[src/rtl/dbgWirePkg.sv]
package dbgWirePkg;

  typedef enum logic [2:0] {
    PH_LEAD  = 3'd0,
    PH_MSH   = 3'd1,
    PH_MSL   = 3'd2,
    PH_DIH   = 3'd3,
    PH_DIL   = 3'd4,
    PH_DOH   = 3'd5,
    PH_DOL   = 3'd6,
    PH_IDLE  = 3'd7
  } phase_t;

  typedef struct packed {
    logic load;
    logic clkHigh;
    logic driveTms;
    logic driveTdi;
    logic oe;
    logic sample;
  } strobe_t;

endpackage

[src/rtl/dbgWireCtrl.sv]
module dbgWireCtrl
  import dbgWirePkg::*;
#(
  parameter int HALF = 4
) (
  input  logic    clk,
  input  logic    rstN,
  input  logic    reqValid,
  output logic    reqReady,
  output strobe_t st
);

  localparam int CW = (HALF > 1) ? $clog2(HALF) : 1;
  localparam logic [CW-1:0] LAST = CW'(HALF - 1);

  phase_t phase;
  logic [CW-1:0] cnt;
  logic lastCnt;
  logic accept;

  assign lastCnt  = (cnt == LAST);
  assign reqReady = (phase == PH_IDLE);
  assign accept   = reqValid && reqReady;

  always_ff @(posedge clk or negedge rstN) begin
    if (!rstN) begin
      phase <= PH_IDLE;
      cnt   <= '0;
    end else if (phase == PH_IDLE) begin
      if (accept) begin
        phase <= PH_LEAD;
        cnt   <= '0;
      end
    end else if (lastCnt) begin
      phase <= phase_t'(phase + 3'd1);
      cnt   <= '0;
    end else begin
      cnt <= cnt + 1'b1;
    end
  end

  always_comb begin
    st          = '0;
    st.load     = accept;
    st.clkHigh  = phase[0];
    st.driveTms = (phase == PH_LEAD) || (phase == PH_MSH) || (phase == PH_MSL);
    st.driveTdi = (phase == PH_DIH) || (phase == PH_DIL);
    st.sample   = (phase == PH_DOL) && lastCnt;
    unique case (phase)
      PH_DIL:         st.oe = !lastCnt;
      PH_DOH, PH_DOL: st.oe = 1'b0;
      default:        st.oe = 1'b1;
    endcase
  end

endmodule

[src/rtl/dbgWireData.sv]
module dbgWireData
  import dbgWirePkg::*;
(
  input  logic    clk,
  input  logic    rstN,
  input  strobe_t st,
  input  logic    reqTms,
  input  logic    reqTdi,
  input  logic    wireDin,
  output logic    rspValid,
  output logic    rspTdo,
  output logic    wireClk,
  output logic    wireDout,
  output logic    wireOe
);

  logic tmsQ;
  logic tdiQ;

  always_ff @(posedge clk or negedge rstN) begin
    if (!rstN) begin
      tmsQ     <= 1'b1;
      tdiQ     <= 1'b1;
      rspValid <= 1'b0;
      rspTdo   <= 1'b0;
    end else begin
      if (st.load) begin
        tmsQ <= reqTms;
        tdiQ <= reqTdi;
      end
      rspValid <= st.sample;
      if (st.sample) rspTdo <= wireDin;
    end
  end

  always_comb begin
    wireClk  = st.clkHigh;
    wireOe   = st.oe;
    if (st.driveTms)      wireDout = tmsQ;
    else if (st.driveTdi) wireDout = tdiQ;
    else                  wireDout = 1'b1;
  end

endmodule

[src/rtl/dbgWireHost.sv]
module dbgWireHost
  import dbgWirePkg::*;
#(
  parameter int HALF = 4
) (
  input  logic clk,
  input  logic rstN,
  input  logic reqValid,
  output logic reqReady,
  input  logic reqTms,
  input  logic reqTdi,
  output logic rspValid,
  output logic rspTdo,
  output logic wireClk,
  output logic wireDout,
  output logic wireOe,
  input  logic wireDin
);

  strobe_t st;

  dbgWireCtrl #(.HALF(HALF)) uCtrl (
    .clk      (clk),
    .rstN     (rstN),
    .reqValid (reqValid),
    .reqReady (reqReady),
    .st       (st)
  );

  dbgWireData uData (
    .clk      (clk),
    .rstN     (rstN),
    .st       (st),
    .reqTms   (reqTms),
    .reqTdi   (reqTdi),
    .wireDin  (wireDin),
    .rspValid (rspValid),
    .rspTdo   (rspTdo),
    .wireClk  (wireClk),
    .wireDout (wireDout),
    .wireOe   (wireOe)
  );

endmodule

[config.mk]
export PLATFORM = sky130hd
export DESIGN_NAME = dbgWireHost
export DESIGN_NICKNAME = d
export VERILOG_FILES = /design/src/rtl/dbgWirePkg.sv /design/src/rtl/dbgWireCtrl.sv /design/src/rtl/dbgWireData.sv /design/src/rtl/dbgWireHost.sv
export SDC_FILE = /design/constraint.sdc
export NUM_CORES = 1
export LEC_CHECK = 0
export ABC_CLOCK_PERIOD_IN_PS = 4850
export BUFFER_PORTS_ARGS = -buffer_cell sky130_fd_sc_hd__buf_2
export CORE_AREA = 2 2 39 41
export CTS_CLUSTER_SIZE = 14
export DETAILED_ROUTE_END_ITERATION = 10
export DIE_AREA = 0 0 41 43
export PLACE_DENSITY = 0.7
export SKIP_LAST_GASP = 1
export SYNTH_ARGS = -nofsm -noshare
export SYNTH_HDL_FRONTEND = slang
export SYNTH_HIERARCHICAL = 1
export SYNTH_SLANG_ARGS = --single-unit
[constraint.sdc]
create_clock -name clk -period 4.85 [get_ports clk]
set_input_delay 0.2425 -clock clk [delete_from_list [all_inputs] [get_ports clk]]
set_output_delay 0.2425 -clock clk [all_outputs]
set_load 0.005 [all_outputs]
==> flow_summary.json, run 1 <==
{
  "r2r-end": "uCtrl/phase[0]",
  "ys_ff_latch": 9,
  "worstPathArrival_ns": 1.77,
  "drv_slew": 0,
  "core_area_um2": 1384,
  "die_area_um2": 1763,
  "whs_ns": 0.1970,
  "hp-start": "reqTms",
  "synth_cells": 48,
  "p_seq_share_pct": 37.3,
  "synth-edff-count": 0,
  "r2r_start": "uCtrl/phase[0]",
  "synth-warning-count": 6,
  "min_path_type": "in2reg",
  "drive_gt1_share_pct": 43.33,
  "cts_tree": "done",
  "path_cells": "inv_1 > ha_1 > nor3_1 > nor2_1 > nor3b_1 > a21oi_1 > buf_2",
  "yosys.cell_types.count": 23,
  "end_kind": "primary output",
  "post-cts-setup-buffers": 0,
  "wl_per_cell_um": 11.92,
  "firstDrtPassIters": 2,
  "areaGrowthSynthToFinish_pct": 14.77,
  "clkLatencyLatePin_ns": 0.26,
  "ant_nets": 0,
  "crit_start": "uCtrl/phase[0]",
  "grt_antenna_before_repair": 0,
  "hold_violations": 0,
  "rr_worst_depth": 4,
  "synthArstFlopShare_pct": 100.0,
  "cts_max_path_buffers": 2,
  "ir_drop_v": 0.0003475,
  "post-dp-hpwl_um": 682.4,
  "drv_cap": 0,
  "synth_top_area_share_pct": 23.86,
  "grt_pass1_wl_um": 1407,
  "worstPathMaxFanout": 6,
  "start_kind": "flop",
  "tightestPinTransition_ns": 0.2699,
  "root_buffer": "clkbuf_4",
  "cts_made_buffers": 3,
  "cts.sinks": 9,
  "grtUsageTotal_pct": 12.68,
  "worstSetupPathType": "reg2out",
  "grt_max_degree": 10,
  "synth_common_cells": "7 x ha_1, 5 x dfstp_2",
  "synthesis.nets": 61,
  "setup_violations": 0,
  "synthFlopType": "dfstp_2",
  "io-pin-count": 12,
  "slowest_delay_ns": 0.57,
  "critPathSlowestCell": "dfstp_2",
  "slew_headroom_pct": 81.65,
  "internal-power_w": 0.0002748,
  "pwr-share-clk_pct": 13.5,
  "grt_overflow": 0,
  "yosysMostFrequentCell": "ha_1",
  "yosys.area.top_type": "dfstp_2",
  "hold_end": "uData/tmsQ",
  "row_count": 14,
  "cp_data_required_time_ns": 4.61,
  "fin_tns_setup_ns": 0,
  "outcome": "finished clean",
  "r2r_setup_slack_ns": 3.08,
  "power.switching_w": 0.0001482,
  "period_minus_slack_ns": 2.013,
  "n_antenna_cell": 0,
  "fin_nets": 74,
  "grt_pass1_vias": 353,
  "ctsHtreeMaxLevel": 1,
  "comb_power_share_pct": 49.2,
  "rsz0062_at_grt": "false",
  "fmax_mhz": 496.7,
  "clock_skew_ns": 0.006753,
  "worst_hold_path.num_cells": 3,
  "numPortBuffers": 11,
  "vias": 364,
  "drt-initial-drc-count": 1,
  "die_w_um": 41,
  "path_clk_slew_ns": 0.06,
  "fin_crit_sh_pct": 41.51,
  "viasPerCell": 4.789,
  "synth_area_leaders": "dfstp_2 24%, dfrtp_1 18%, ha_1 16%",
  "finalWeightedCongestion": 0.7150,
  "p_sw_share_pct": 35.05,
  "wl_um": 906,
  "syn_area_um2": 550.5,
  "yosysSeqAreaShare_pct": 42.05,
  "leakagePower_nw": 0.3099,
  "start_util_pct": 39.78,
  "synth.avg_cell_area_um2": 11.47,
  "die_h_um": 43,
  "drc": 0,
  "power-per-cell-area_nw_per_um2": 669.5
}
-- routing by layer --
layer  vias to the layer above  track usage, %  part of all wire [%]
met5                         -               0                     0
met4                         0           4.000                     0
met3                         0           9.424                   8.6
met2                        13           18.75                    41
met1                       168           13.62                    50
li1                        183               -                     -
-- cell usage in the layout (no fill, tap or decap), drive strengths merged --
| master | count |
|---|---|
| nor3b | 1 |
| inv | 4 |
| a21oi | 1 |
| and3 | 1 |
| and2 | 1 |
| clkbuf | 4 |
| nand2 | 1 |
| o31ai | 1 |
| nor2b | 1 |
| or2 | 1 |
| mux2i | 2 |
| nand2b | 2 |
| dfstp | 5 |
| a22o | 1 |
| ha | 7 |
| buf | 11 |
| nand3b | 2 |
| nor3 | 1 |
| dfrtp | 4 |
| o21ai | 1 |
| dlygate4sd3 | 1 |
| nor2 | 2 |
| mux2 | 5 |
-- through the flow --
stage / utilization, % / setup slack [ns] / total power [W] / instance area [um^2] / std cells
floorplan: - / 3.178 / 0.0003259 / 550.5 / 48
global placement: 43.04 / 3.109 / 0.0003600 / 595.6 / 71
detailed placement: 43.04 / 3.099 / 0.0003653 / 595.6 / 71
CTS: 45.66 / 2.821 / 0.0004264 / 631.9 / 76
global route: 45.66 / 2.667 / 0.0004607 / 631.9 / 76
finish: 45.66 / 2.837 / 0.0004230 / 631.9 / 76
-- power by group through the flow --
| stage | logic [W] | clock network (W) | registers (W) |
|---|---|---|---|
| floorplan | 0.000174 | 0 | 0.000152 |
| global placement | 0.000204 | 0 | 0.000156 |
| detailed placement | 0.000207 | 0 | 0.000158 |
| CTS | 0.000209 | 0.0000602 | 0.000157 |
| global route | 0.000233 | 0.0000645 | 0.000163 |
| finish | 0.000208 | 0.0000571 | 0.000158 |
-- cell families after synthesis --
group                      Yosys count  synth area share (%)
adders and majority gates            7                 15.91
DFF                                  9                 42.05
muxes                                7                 15.23
and+or+nand+nor                     13                 13.86
AOI/OAI and AO/OA                    4                 4.772
buffers and inverters                8                 8.181
-- final cells by class --
type	count	area, um^2
multi-input cells	31	274.0
clock buffers	4	26.28
well taps	16	20.02
fillers	131	752.0
flip-flops and latches	9	231.5
repair buffers	12	65.06
inverters	4	15.01
-- how the worst max path moves through the flow --
| stage | end | slack, ns |
|---|---|---|
| floorplan | uCtrl/phase[0] | 3.18 |
| global placement | wireDout | 3.11 |
| detailed placement | uCtrl/phase[0] | 3.10 |
| CTS | wireDout | 2.82 |
| global route | wireDout | 2.67 |
| finish | wireDout | 2.84 |
-- repair_timing --
| action | in CTS | in global routing |
|---|---|---|
| hold buffers | 1 | 0 |
| endpoints found under the setup margin | 0 | 0 |
| endpoints found under the hold margin | 4 | 0 |
| gates resized for setup | 0 | 0 |
-- worst max-delay path, delay by kind of cell (launching register included) --
family,cells,cell delay [ns]
AOI/OAI and AO/OA,1,0.06
buffers and inverters,2,0.20
and+or+nand+nor,3,0.48
DFF,1,0.57
adders and majority gates,1,0.20
-- registers in the layout, summed over array words and instances, names as in the netlist --
name / flops
uData/tdiQ: 1
uData/rspValid: 1
uCtrl/phase: 3
uCtrl/cnt: 2
uData/rspTdo: 1
uData/tmsQ: 1
Power figures use the tool's default switching activity.
==> run 2, diff against run 1 <==
--- a/config.mk
+++ b/config.mk
@@ -5,7 +5,7 @@
 export SDC_FILE = /design/constraint.sdc
 export NUM_CORES = 1
 export LEC_CHECK = 0
-export ABC_CLOCK_PERIOD_IN_PS = 4850
+export ABC_CLOCK_PERIOD_IN_PS = 1900
 export BUFFER_PORTS_ARGS = -buffer_cell sky130_fd_sc_hd__buf_2
 export CORE_AREA = 2 2 39 41
 export CTS_CLUSTER_SIZE = 14
==> constraint.sdc (replaced) <==
create_clock -name clk -period 1.9 [get_ports clk]
set_input_delay 0.095 -clock clk [delete_from_list [all_inputs] [get_ports clk]]
set_output_delay 0.095 -clock clk [all_outputs]
set_load 0.005 [all_outputs]
==> flow_summary.json, run 2 (synthesis results as in run 1) <==
{
  "internal-power_w": 0.0007308,
  "ctsHtreeMaxLevel": 1,
  "cts_made_buffers": 3,
  "largest_reg_flops": 3,
  "post_dp_cell_area_um2": 603.1,
  "grt_max_degree": 10,
  "firstDrtPassIters": 4,
  "top_register": "uCtrl/phase",
  "comb_power_share_pct": 51.5,
  "numPortBuffers": 11,
  "drv_slew": 0,
  "grtUsageTotal_pct": 13.59,
  "worstSetupPathType": "reg2out",
  "n_antenna_cell": 0,
  "grt_pass1_vias": 398,
  "power-per-cell-area_nw_per_um2": 1702,
  "p_seq_share_pct": 35.9,
  "ir_drop_v": 0.0007731,
  "fin_crit_sh_pct": 94.54,
  "grt_antenna_before_repair": 0,
  "row_count": 14,
  "postLayoutCellArea_um2": 654.4,
  "grt_overflow": 0,
  "wl_um": 929,
  "vias": 377,
  "path_delay_family": "flip-flops",
  "setup_violations": 0,
  "r2r-end": "uCtrl/phase[0]",
  "r2r_setup_slack_ns": 0.12,
  "r2r_start": "uCtrl/phase[0]",
  "critical_path_buf_inv_count": 2,
  "cts_tree": "done",
  "drv_cap": 0,
  "period_minus_slack_ns": 1.796,
  "end_kind": "primary output",
  "cts.sinks": 9,
  "p_sw_share_pct": 34.38,
  "rsz0062_at_grt": "false",
  "worstPathArrival_ns": 1.70,
  "hold_end": "uData/tmsQ",
  "final_cell_mix": "11 x buf_2, 6 x ha_1, 5 x dfstp_2, 4 x mux2_2, 4 x dfrtp_1",
  "cts_max_path_buffers": 2,
  "fin_tns_setup_ns": 0,
  "drc": 0,
  "slowest_delay_ns": 0.57,
  "viasPerCell": 4.833,
  "hp-start": "reqTms",
  "outcome": "finished clean",
  "io-pin-count": 12,
  "finalWeightedCongestion": 0.7448,
  "power.switching_w": 0.0003828,
  "ant_nets": 0,
  "root_buffer": "clkbuf_4",
  "clkLatencyLatePin_ns": 0.26,
  "layout_commonest_cell": "buf_2",
  "start_util_pct": 39.78,
  "pwr-share-clk_pct": 12.7,
  "fin_nets": 76,
  "path_clk_slew_ns": 0.06,
  "post-dp-hpwl_um": 708.3,
  "cp_data_required_time_ns": 1.80,
  "whs_ns": 0.04948,
  "top_regs": "uCtrl/phase: 3 flops, uCtrl/cnt: 2 flops",
  "start_kind": "flop",
  "wl_per_cell_um": 11.91,
  "die_w_um": 41,
  "fmax_mhz": 556.7,
  "core_area_um2": 1384,
  "min_path_type": "in2reg",
  "die_area_um2": 1763,
  "worstPathMaxFanout": 5,
  "path_cells": "inv_2 > ha_2 > mux2_2 > nor3b_1 > a21oi_1 > buf_2",
  "die_h_um": 43,
  "final_util_pct": 47.29,
  "areaGrowthSynthToFinish_pct": 18.86,
  "tightestPinTransition_ns": 0.2708,
  "hold_violations": 0,
  "worst_hold_path.num_cells": 3,
  "leakagePower_nw": 0.3188,
  "critPathSlowestCell": "dfstp_2",
  "slew_headroom_pct": 81.59,
  "grt_pass1_wl_um": 1580,
  "drive_gt1_share_pct": 50.00,
  "rr_worst_depth": 4,
  "drt-initial-drc-count": 5,
  "clock_skew_ns": 0.003550
}
-- run 2: changes by cell type in the layout (fill, tap and decap cells not counted), sizes merged --
cell | previous run | this run
buf | 11 | 13
-- run 2: repair_timing --
action | CTS | global route
endpoints found under the hold margin | 9 | 0
buffers inserted | 0 | 1
resized for setup | 0 | 3
endpoints found under the setup margin | 0 | 1
hold buffers | 1 | 0
-- run 2: through the flow --
stage / total power [W] / instances / worst slack, ns
finish: 0.001114 / 78 / 0.1037
global placement: 0.0009252 / 72 / 0.1867
global route: 0.001236 / 78 / 0.008334
CTS: 0.001097 / 77 / 0.001516
floorplan: 0.0008318 / 48 / 0.2278
detailed placement: 0.0009430 / 72 / 0.1286
-- run 2: layout make-up --
class	count	area (um^2)
Clock buffer	4	26.28
Fill cell	135	729.5
Inverter	4	15.01
Multi-Input combinational cell	31	281.5
Sequential cell	9	231.5
Tap cell	16	20.02
Timing Repair Buffer	14	80.08
-- run 2: worst max-delay path by stage --
stage	from	end	slack (ns)	depth (start not counted)
finish	uCtrl/phase[0]	wireDout	0.10	6
global route	uCtrl/phase[0]	wireDout	0.008	6
CTS	uCtrl/phase[0]	wireDout	0.002	7
detailed placement	uCtrl/phase[0]	uCtrl/phase[0]	0.13	4
global placement	uCtrl/phase[0]	uCtrl/phase[2]	0.19	4
floorplan	uCtrl/phase[0]	uCtrl/phase[0]	0.23	4
-- run 2: worst reg2reg max path, stage by stage, from the launching register on --
cell	delay, ns
dfstp_2	0.57
ha_1	0.20
ha_1	0.23
mux2i_2	0.33
mux2_2	0.38
-- run 2: power groups by stage --
stage	logic [W]	clock network [W]	registers [W]
after global placement	0.000527	0	0.000398
after global routing	0.000661	0.000160	0.000415
final	0.000573	0.000141	0.000399
after CTS	0.000545	0.000151	0.000402
after detailed placement	0.000539	0	0.000404
after floorplan	0.000444	0	0.000388
-- run 2: metal layers --
metal	routed length, um	global-route usage (%)
met1	436	16.61
met2	426	19.69
met3	66	7.853
met4	0	4.000
met5	0	0
